`config.mk`:
```
export PLATFORM = sky130hd
export DESIGN_NAME = fetch_epoch_ctrl
export DESIGN_NICKNAME = d
export VERILOG_FILES = /design/src/rtl/fetch_epoch_pkg.sv /design/src/rtl/fe_pc_gen.sv /design/src/rtl/fe_rsp_filter.sv /design/src/rtl/fe_kill_cmp.sv /design/src/rtl/fetch_epoch_ctrl.sv
export SDC_FILE = /design/constraint.sdc
export NUM_CORES = 1
export LEC_CHECK = 0
export BUFFER_PORTS_ARGS = -buffer_cell sky130_fd_sc_hd__buf_2
export CORE_MARGIN = 2
export CORE_UTILIZATION = 30
export DETAILED_ROUTE_END_ITERATION = 7
export HOLD_SLACK_MARGIN = 0.02
export PLACE_DENSITY = 0.65
export RECOVER_POWER = 50
export SLEW_MARGIN = 5
export SYNTH_ARGS = -nofsm -noshare
export SYNTH_HDL_FRONTEND = slang
export SYNTH_SLANG_ARGS = --single-unit
```
`constraint.sdc`:
```
create_clock -name clk -period 2.95 [get_ports clk]
set_input_delay 0.295 -clock clk [delete_from_list [all_inputs] [get_ports clk]]
set_output_delay 0.295 -clock clk [all_outputs]
set_load 0.02 [all_outputs]
```
`src/rtl/fetch_epoch_pkg.sv`:
```
`timescale 1ns/1ps
package fetch_epoch_pkg;
  // one-bit generation tag carried by every fetched instruction
  typedef logic epoch_t;
  // byte distance between consecutive instructions
  localparam int unsigned INSN_BYTES = 4;
endpackage

```
`src/rtl/fe_pc_gen.sv`:
```
`timescale 1ns/1ps
module fe_pc_gen
  import fetch_epoch_pkg::*;
#(
  parameter int unsigned AW       = 32,
  parameter logic [AW-1:0] RESET_PC = '0
) (
  input  logic          clk,
  input  logic          rst_n,
  input  logic          req_ready,
  input  logic          redir_valid,
  input  epoch_t        redir_tag,
  input  logic [AW-1:0] redir_target,
  output logic          req_valid,
  output logic [AW-1:0] req_addr,
  output epoch_t        req_tag,
  output epoch_t        epoch_live,
  output epoch_t        epoch_now
);
  localparam logic [AW-1:0] STEP = AW'(INSN_BYTES);

  logic          running_q, running_d;
  logic [AW-1:0] pc_q, pc_d;
  epoch_t        epoch_q, epoch_d;
  logic          redir_acc, fire, pc_en, epoch_en;

  // next-state logic
  always_comb begin
    redir_acc  = running_q & redir_valid & (redir_tag == epoch_q);
    req_valid  = running_q;
    req_addr   = redir_acc ? redir_target : pc_q;
    req_tag    = redir_acc ? ~epoch_q : epoch_q;
    epoch_live = req_tag;
    epoch_now  = epoch_q;
    fire       = running_q & req_ready;
    running_d  = 1'b1;
    epoch_d    = ~epoch_q;
    epoch_en   = redir_acc;
    pc_en      = fire | redir_acc;
    if (fire) begin
      pc_d = req_addr + STEP;
    end else begin
      pc_d = redir_target;
    end
  end

  // state registers
  always_ff @(posedge clk or negedge rst_n) begin
    if (!rst_n) begin
      running_q <= 1'b0;
      pc_q      <= RESET_PC;
      epoch_q   <= 1'b0;
    end else begin
      running_q <= running_d;
      if (pc_en)    pc_q    <= pc_d;
      if (epoch_en) epoch_q <= epoch_d;
    end
  end
endmodule

```
`src/rtl/fe_rsp_filter.sv`:
```
`timescale 1ns/1ps
module fe_rsp_filter
  import fetch_epoch_pkg::*;
#(
  parameter int unsigned AW = 32,
  parameter int unsigned IW = 32
) (
  input  logic          rsp_valid,
  input  logic [AW-1:0] rsp_addr,
  input  epoch_t        rsp_tag,
  input  logic [IW-1:0] rsp_data,
  input  epoch_t        epoch_live,
  output logic          out_valid,
  output logic [AW-1:0] out_pc,
  output logic [IW-1:0] out_inst,
  output epoch_t        out_tag
);
  // responses from an older generation are dropped here
  always_comb begin
    out_valid = rsp_valid & (rsp_tag == epoch_live);
    out_pc    = rsp_addr;
    out_inst  = rsp_data;
    out_tag   = rsp_tag;
  end
endmodule

```
`src/rtl/fe_kill_cmp.sv`:
```
`timescale 1ns/1ps
module fe_kill_cmp
  import fetch_epoch_pkg::*;
#(
  parameter int unsigned NSTAGE = 4
) (
  input  logic [NSTAGE-1:0] stage_valid,
  input  logic [NSTAGE-1:0] stage_tag,
  input  epoch_t            epoch_now,
  output logic [NSTAGE-1:0] stage_kill
);
  for (genvar g = 0; g < NSTAGE; g++) begin : g_stage
    assign stage_kill[g] = stage_valid[g] & (stage_tag[g] != epoch_now);
  end
endmodule

```
`src/rtl/fetch_epoch_ctrl.sv`:
```
`timescale 1ns/1ps
module fetch_epoch_ctrl
  import fetch_epoch_pkg::*;
#(
  parameter int unsigned   AW       = 32,
  parameter int unsigned   IW       = 32,
  parameter int unsigned   NSTAGE   = 4,
  parameter logic [AW-1:0] RESET_PC = '0
) (
  input  logic              clk,
  input  logic              rst_n,
  output logic              imem_req_valid,
  input  logic              imem_req_ready,
  output logic [AW-1:0]     imem_req_addr,
  output logic              imem_req_tag,
  input  logic              imem_rsp_valid,
  input  logic [AW-1:0]     imem_rsp_addr,
  input  logic              imem_rsp_tag,
  input  logic [IW-1:0]     imem_rsp_data,
  input  logic              redirect_valid,
  input  logic              redirect_tag,
  input  logic [AW-1:0]     redirect_target,
  output logic              dec_valid,
  output logic [AW-1:0]     dec_pc,
  output logic [IW-1:0]     dec_inst,
  output logic              dec_tag,
  input  logic [NSTAGE-1:0] stage_valid,
  input  logic [NSTAGE-1:0] stage_tag,
  output logic [NSTAGE-1:0] stage_kill,
  output logic              cur_epoch
);
  epoch_t epoch_live;
  epoch_t epoch_now;

  fe_pc_gen #(.AW(AW), .RESET_PC(RESET_PC)) u_pc_gen (
    .clk          (clk),
    .rst_n        (rst_n),
    .req_ready    (imem_req_ready),
    .redir_valid  (redirect_valid),
    .redir_tag    (redirect_tag),
    .redir_target (redirect_target),
    .req_valid    (imem_req_valid),
    .req_addr     (imem_req_addr),
    .req_tag      (imem_req_tag),
    .epoch_live   (epoch_live),
    .epoch_now    (epoch_now)
  );

  fe_rsp_filter #(.AW(AW), .IW(IW)) u_rsp_filter (
    .rsp_valid  (imem_rsp_valid),
    .rsp_addr   (imem_rsp_addr),
    .rsp_tag    (imem_rsp_tag),
    .rsp_data   (imem_rsp_data),
    .epoch_live (epoch_live),
    .out_valid  (dec_valid),
    .out_pc     (dec_pc),
    .out_inst   (dec_inst),
    .out_tag    (dec_tag)
  );

  fe_kill_cmp #(.NSTAGE(NSTAGE)) u_kill_cmp (
    .stage_valid (stage_valid),
    .stage_tag   (stage_tag),
    .epoch_now   (epoch_now),
    .stage_kill  (stage_kill)
  );

  assign cur_epoch = epoch_now;
endmodule

```
==> metrics.cfg, run 1 <==
[setup_path]
r2r_end = u_pc_gen.pc_q[28]
cp_max_fo = 19
worst_setup_path_start_kind = flop
endpoint = imem_req_addr[30]
rrSetupSlack_ps = 330
r2r-start = u_pc_gen.epoch_now
r2r_cells = 10
crit_required_ps = 2650
cp_common_cell = buf_4
worstSetupPathType = reg2out
crit_chain = xnor2_4 -> and2_4 -> buf_4 -> buf_4 -> mux2i_1 -> inv_1 -> buf_2
end_kind = primary output
arrival_ps = 2470
cp_slowest_cell = dfrtp_2
slowest_delay_ps = 490
crit_start = u_pc_gen.epoch_now

[routing]
first_pass_iters = 4
drt_iter0_drc = 164
vias = 2336
viasPerCell = 4.68
drc = 0
routedWlPerCell_um = 14.3
wl_um = 7120
ant_nets = 0

[clock_tree]
cts_max_level = 2
clk_path_buf_depth = 2
cts_num_sinks = 34
post_cts_buffers = 0
clkLatencyLatePin_ps = 290
cts_buffers = 5
clk_pin_slew_ps = 70
cts_tree = done
clockRootBuffer = clkbuf_8

[outcome]
violations = capacitance limit, slew limit
outcome = finished with violations

[power]
p_leak_nw = 1.47
power_density_mw_per_mm2 = 650
vdd_ir_drop_max_mv = 0.254

[synth]
synthArstFlopShare_pct = 100
syn_area_mm2 = 0.00285
ys_ff_latch = 34
yosysUniqueCellTypes = 41
yosysSeqAreaShare_pct = 29.9
yosys_warnings = 0
synth.avg_cell_area_um2 = 8.11
synth_flop_cell = dfrtp_1
synth-edff-count = 0
syn-num-nets = 463
syn_inst = 351

[timing]
worstMarginPinSlew_ps = 1940
fin_ws_ps = 182
period_needed_ps = 2770
layout_worst_path_cycle_share_pct = 93.8
clock_skew_ps = 8.47
fmax_mhz = 361
hold_violations = 0
setup_violations = 0
maxSlewViolCount = 35
tns_ps = 0
max_slew_margin_pct = -29.2
rsz0062_at_grt = false

[floorplan]
ios = 216
die-area_mm2 = 0.0103
fp.dieW_um = 101
core_mm2 = 0.00924
initial_core_util_pct = 30.8
die_h_um = 101
rows = 35

[global_route]
gr-usage-met3_pct = 4.76
grt_pass1_wl_um = 11200
overflow = 0
grt_usage_pct = 13.8
grt_util_met1_pct = 18.3
grt.busiest_layer = met2
grt_pass1_vias = 2300
grt_max_degree = 35
grtUsageMet2_pct = 21.0
antenna_found_initial = 0

[cells_and_area]
diodes = 0
drive_gt1_share_pct = 29.7
n_fill_cell = 986
syn2layout_area_growth_pct = 5.49
final_nets = 482

[place]
place_ws_ps = 352
dp_hpwl_um = 5630
gp_congestion = 0.846
portBuffers = 87

[worst_hold_path]
min_path_type = in2reg

[job]
drv_cap = 1

[kinds of logic after synthesis]
| group | synth area share (%) |
|---|---|
| fa+ha+maj | 0.439 |
| compound gates | 6.20 |
| other cells | 0.132 |
| mux | 5.14 |
| simple gates | 25.1 |
| flops | 29.9 |
| xor+xnor | 11.1 |
| buf+inv | 21.9 |
[cell type report]
cell class	count	area (um2)	area share, %
Tap cell	129	161	5.38
Sequential cell	34	852	28.4
Multi-Input combinational cell	223	1400	46.5
Inverter	16	60.1	2.00
Clock buffer	7	76.3	2.54
Timing Repair Buffer	90	457	15.2
[cells in the mapped netlist, drive strengths merged, types with 3 or more instances]
library cell / count / share of area [%]
buf: 73 / 19
nand2: 70 / 9.2
dfrtp: 34 / 30
xnor2: 21 / 7.1
nor2: 17 / 2.2
inv: 16 / 2.1
nand4: 13 / 3.1
xor2: 13 / 4.0
mux2i: 12 / 4.4
nand3: 10 / 1.8
o21ai: 10 / 1.8
and3: 9 / 2.0
nor3: 9 / 1.6
and2: 8 / 1.8
a21oi: 5 / 0.88
clkbuf: 5 / 0.66
a31oi: 3 / 0.66
and4: 3 / 0.92
or3: 3 / 0.66
[placed cells by master, fill, tap and decap left out, types with 2 or more instances in the layout]
master and n:
nor2_1 17, clkbuf_8 5, xnor2_1 20, mux2i_2 2
and4_1 3, clkbuf_1 3, or3_1 3, a21oi_1 5
nand4_1 12, nand3_1 10, inv_1 16, nor3_1 9
buf_4 3, buf_2 86, and3_1 8, and2_1 7
dfrtp_1 33, a211oi_1 2, xor2_1 13, a31oi_1 3
mux2_2 2, mux2i_1 10, nand2_1 68, o21ai_0 8
[flip-flops by register name (all words and copies together) (netlist names)]
register,count
u_pc_gen.pc_q,32
u_pc_gen.epoch_now,1
u_pc_gen.req_valid,1
[critical path: cells and delay by family (launching register included)]
kind / cells / cell delay, ps
and+or+nand+nor: 1 / 270
muxes: 1 / 390
xor gates and xnor gates: 1 / 210
DFF: 1 / 490
buffers and inverters: 4 / 790
[through the flow]
step	power, mW	std cells	hold WS, ps	util [%]	instance area (um2)
3_3_place_gp	1.62	492	438	31.6	2920
6_report	1.95	499	244	32.5	3000
3_5_place_dp	1.63	492	433	31.6	2920
5_1_grt	2.09	499	243	32.5	3000
2_1_floorplan	1.45	351	-0.591	-	2890
4_1_cts	1.97	499	123	32.5	3000
[how the worst min path moves through the flow]
stage / slack (ps) / to / depth (start not counted) / from
after floorplan: -0.6 / u_pc_gen.epoch_now / 0 / rst_n
after global placement: 440 / u_pc_gen.pc_q[31] / 1 / rst_n
after detailed placement: 430 / u_pc_gen.pc_q[29] / 1 / rst_n
after CTS: 120 / u_pc_gen.pc_q[6] / 1 / rst_n
after global routing: 240 / u_pc_gen.pc_q[0] / 3 / redirect_target[0]
final: 240 / u_pc_gen.pc_q[1] / 3 / redirect_target[1]
[where the power goes]
group          internal [mW]  total (mW)  leakage (nW)  switching, mW
clock                  0.162       0.325        0.0383          0.163
sequential             0.611       0.732         0.412          0.121
combinational          0.328       0.896          1.02          0.568
[repair_timing]
item,CTS,global route
hold buffers,0,0
resized for setup,0,1
endpoints found under the setup margin,0,1
[per-layer routing]
| metal | up-vias | share of wire (%) |
|---|---|---|
| met5 | - | 0 |
| met4 | 0 | 1.9 |
| met3 | 17 | 9.4 |
| met2 | 114 | 44 |
| met1 | 1081 | 44 |
| li1 | 1124 | - |
Note: power is estimated with default switching activity, not from simulation.
==> run 2: changes to the inputs <==
==> constraint.sdc (replaced) <==
create_clock -name clk -period 2.27 [get_ports clk]
set_input_delay 0.227 -clock clk [delete_from_list [all_inputs] [get_ports clk]]
set_output_delay 0.227 -clock clk [all_outputs]
set_load 0.02 [all_outputs]
==> metrics.cfg, run 2 (synthesis results as in run 1) <==
[outcome]
outcome = finished with violations  ; unchanged
violations = capacitance limit, slew limit  ; unchanged

[clock_tree]
cts_buffers = 5  ; unchanged
cts_max_level = 2  ; unchanged
clkLatencyLatePin_ps = 280  ; was 290 ps
clk_pin_slew_ps = 80  ; was 70 ps
clk_path_buf_depth = 2  ; unchanged
clockRootBuffer = clkbuf_8  ; unchanged
cts_num_sinks = 34  ; unchanged
cts_tree = done  ; unchanged

[cells_and_area]
post-route-util_pct = 36.6  ; was 32.5%
n_fill_cell = 944  ; was 986
final_nets = 501  ; was 482
regMostFlops = u_pc_gen.pc_q  ; unchanged
drive_gt1_share_pct = 36.9  ; was 29.7%
multi_input_area_mm2 = 0.00151  ; was 0.00140 mm2
largest_register_ffs = 32  ; unchanged
syn2layout_area_growth_pct = 18.8  ; was 5.49%
final_common_cell = buf_2  ; unchanged
mostFrequentLayoutCells = 86 x buf_2, 65 x nand2_1, 32 x dfrtp_1  ; was 86 x buf_2, 68 x nand2_1, 33 x dfrtp_1
diodes = 0  ; unchanged
seqCellArea_um2 = 853  ; was 852 um2

[timing]
setup_violations = 0  ; unchanged
rsz0062_at_grt = true  ; was false
clock_skew_ps = 5.90  ; was 8.47 ps
max_slew_margin_pct = -27.5  ; was -29.2%
hold_violations = 0  ; unchanged
whs_ps = 165  ; was 244 ps
worstMarginPinSlew_ps = 1910  ; was 1940 ps
maxSlewViolCount = 35  ; unchanged
fmax_mhz = 455
period_needed_ps = 2200
layout_worst_path_cycle_share_pct = 96.7
fin_ws_ps = 74.4  ; was 182 ps

[setup_path]
end_kind = flop  ; was primary output
rrSetupSlack_ps = 70  ; was 330 ps
worst_setup_path_start_kind = flop  ; unchanged
r2r_cells = 8  ; was 10
arrival_ps = 2400  ; was 2470 ps
worstSetupPathType = reg2reg  ; was reg2out
crit_start = u_pc_gen.epoch_now  ; unchanged
cp_max_fo = 15  ; was 19
r2r-start = u_pc_gen.epoch_now  ; unchanged
crit_required_ps = 2480  ; was 2650 ps
r2r_end = u_pc_gen.pc_q[31]  ; was u_pc_gen.pc_q[28]

[worst_hold_path]
min_path_type = in2reg  ; unchanged
min_path_cells = 3  ; unchanged
hp-start = redirect_target[1]  ; unchanged
min_to = u_pc_gen.pc_q[1]  ; unchanged

[global_route]
grt_usage_pct = 14.6  ; was 13.8%
grt_pass1_vias = 2438  ; was 2,300
overflow = 0  ; unchanged
grt_pass1_wl_um = 12000  ; was 11,200 um
grt_max_degree = 35  ; unchanged
antenna_found_initial = 0  ; unchanged

[floorplan]
initial_core_util_pct = 30.8  ; unchanged
core_mm2 = 0.00924  ; unchanged
die_h_um = 101  ; unchanged
fp.dieW_um = 101  ; unchanged
die-area_mm2 = 0.0103  ; unchanged
ios = 216  ; unchanged
rows = 35  ; unchanged

[place]
gp_congestion = 0.838  ; was 0.846
dp_hpwl_um = 5800  ; was 5630 um
place_ws_ps = -18.9  ; was 352 ps
portBuffers = 87  ; unchanged

[routing]
drc = 0  ; unchanged
vias = 2446  ; was 2,336
wl_um = 7500  ; was 7120 um
ant_nets = 0  ; unchanged
first_pass_iters = 4  ; unchanged
routedWlPerCell_um = 14.5  ; was 14.3 um
viasPerCell = 4.71  ; was 4.68
drt_iter0_drc = 186  ; was 164

[power]
power_density_mw_per_mm2 = 883  ; was 650 mW/mm2
p_switching_mw = 1.20  ; was 0.852 mW
clock_power_share_pct = 23.6  ; was 16.7%
internal_power_mw = 1.79  ; was 1.10 mW
total_power_mw = 2.99  ; was 1.95 mW
pwr-share-comb_pct = 44.3  ; was 45.9%
seq_power_share_pct = 32.1  ; was 37.5%
vdd_ir_drop_max_mv = 0.343  ; was 0.254 mV
p_sw_share_pct = 40.1  ; was 43.6%
p_leak_nw = 1.63  ; was 1.47 nW

[job]
drv_cap = 1  ; unchanged

-- run 2: changes by cell type in the layout (fill, tap and decap cells not counted), sizes merged --
cell	before	now
bufinv	0	2
buf	89	107
-- run 2: how the worst max path moves through the flow --
stage	endpoint	slack, ps	depth (start not counted)
2_1_floorplan	u_pc_gen.pc_q[22]	-560	16
4_1_cts	u_pc_gen.pc_q[16]	4	11
6_report	u_pc_gen.pc_q[31]	70	8
3_3_place_gp	u_pc_gen.pc_q[22]	60	10
3_5_place_dp	u_pc_gen.pc_q[22]	-20	10
5_1_grt	imem_req_addr[24]	-30	7
-- run 2: metrics by stage --
stage	instance area, um2	instances	setup TNS (ps)
finish	3380	519	0
global route	3380	519	-73.6
CTS	3250	514	0
detailed placement	3080	506	-18.9
global placement	3080	506	0
floorplan	2940	351	-3700
-- run 2: routing by layer --
layer	vias to the layer above	global-route usage, %	wire [um]
met3	25	4.83	633
met1	1154	19.4	3270
li1	1158	-	-
met4	0	5.51	159
met5	-	0	0
met2	109	22.1	3440
-- run 2: repair_timing --
| item | in CTS | in global routing |
|---|---|---|
| endpoints found under the setup margin | 6 | 11 |
| cloned | 0 | 1 |
| hold buffers | 0 | 0 |
| endpoints found under the hold margin | 0 | 0 |
| pin swaps | 0 | 1 |
| resized for setup | 7 | 13 |
| buffers inserted | 0 | 4 |
-- run 2: final cells by class --
class	count	share of cell area [%]
clock inverter	2	1.78
tap	129	4.77
clock buffer	6	2.44
multi-input combinational	223	44.8
inverter	16	1.78
timing repair buffer	109	19.2
sequential	34	25.2
-- run 2: power groups by stage --
stage	logic, mW	clock network, mW	registers (mW)
6_report	1.32	0.705	0.959
2_1_floorplan	1.01	0	0.905
4_1_cts	1.28	0.714	0.944
3_3_place_gp	1.24	0	0.947
3_5_place_dp	1.27	0	0.951
5_1_grt	1.45	0.739	0.982
-- run 2: critical path, stage by stage, from the launching register on --
cell,delay (ps)
dfrtp_2,440
xnor2_4,160
and2_4,210
buf_12,180
a41oi_4,140
buf_4,160
a2111oi_4,410
nor3b_2,260
xor2_1,150
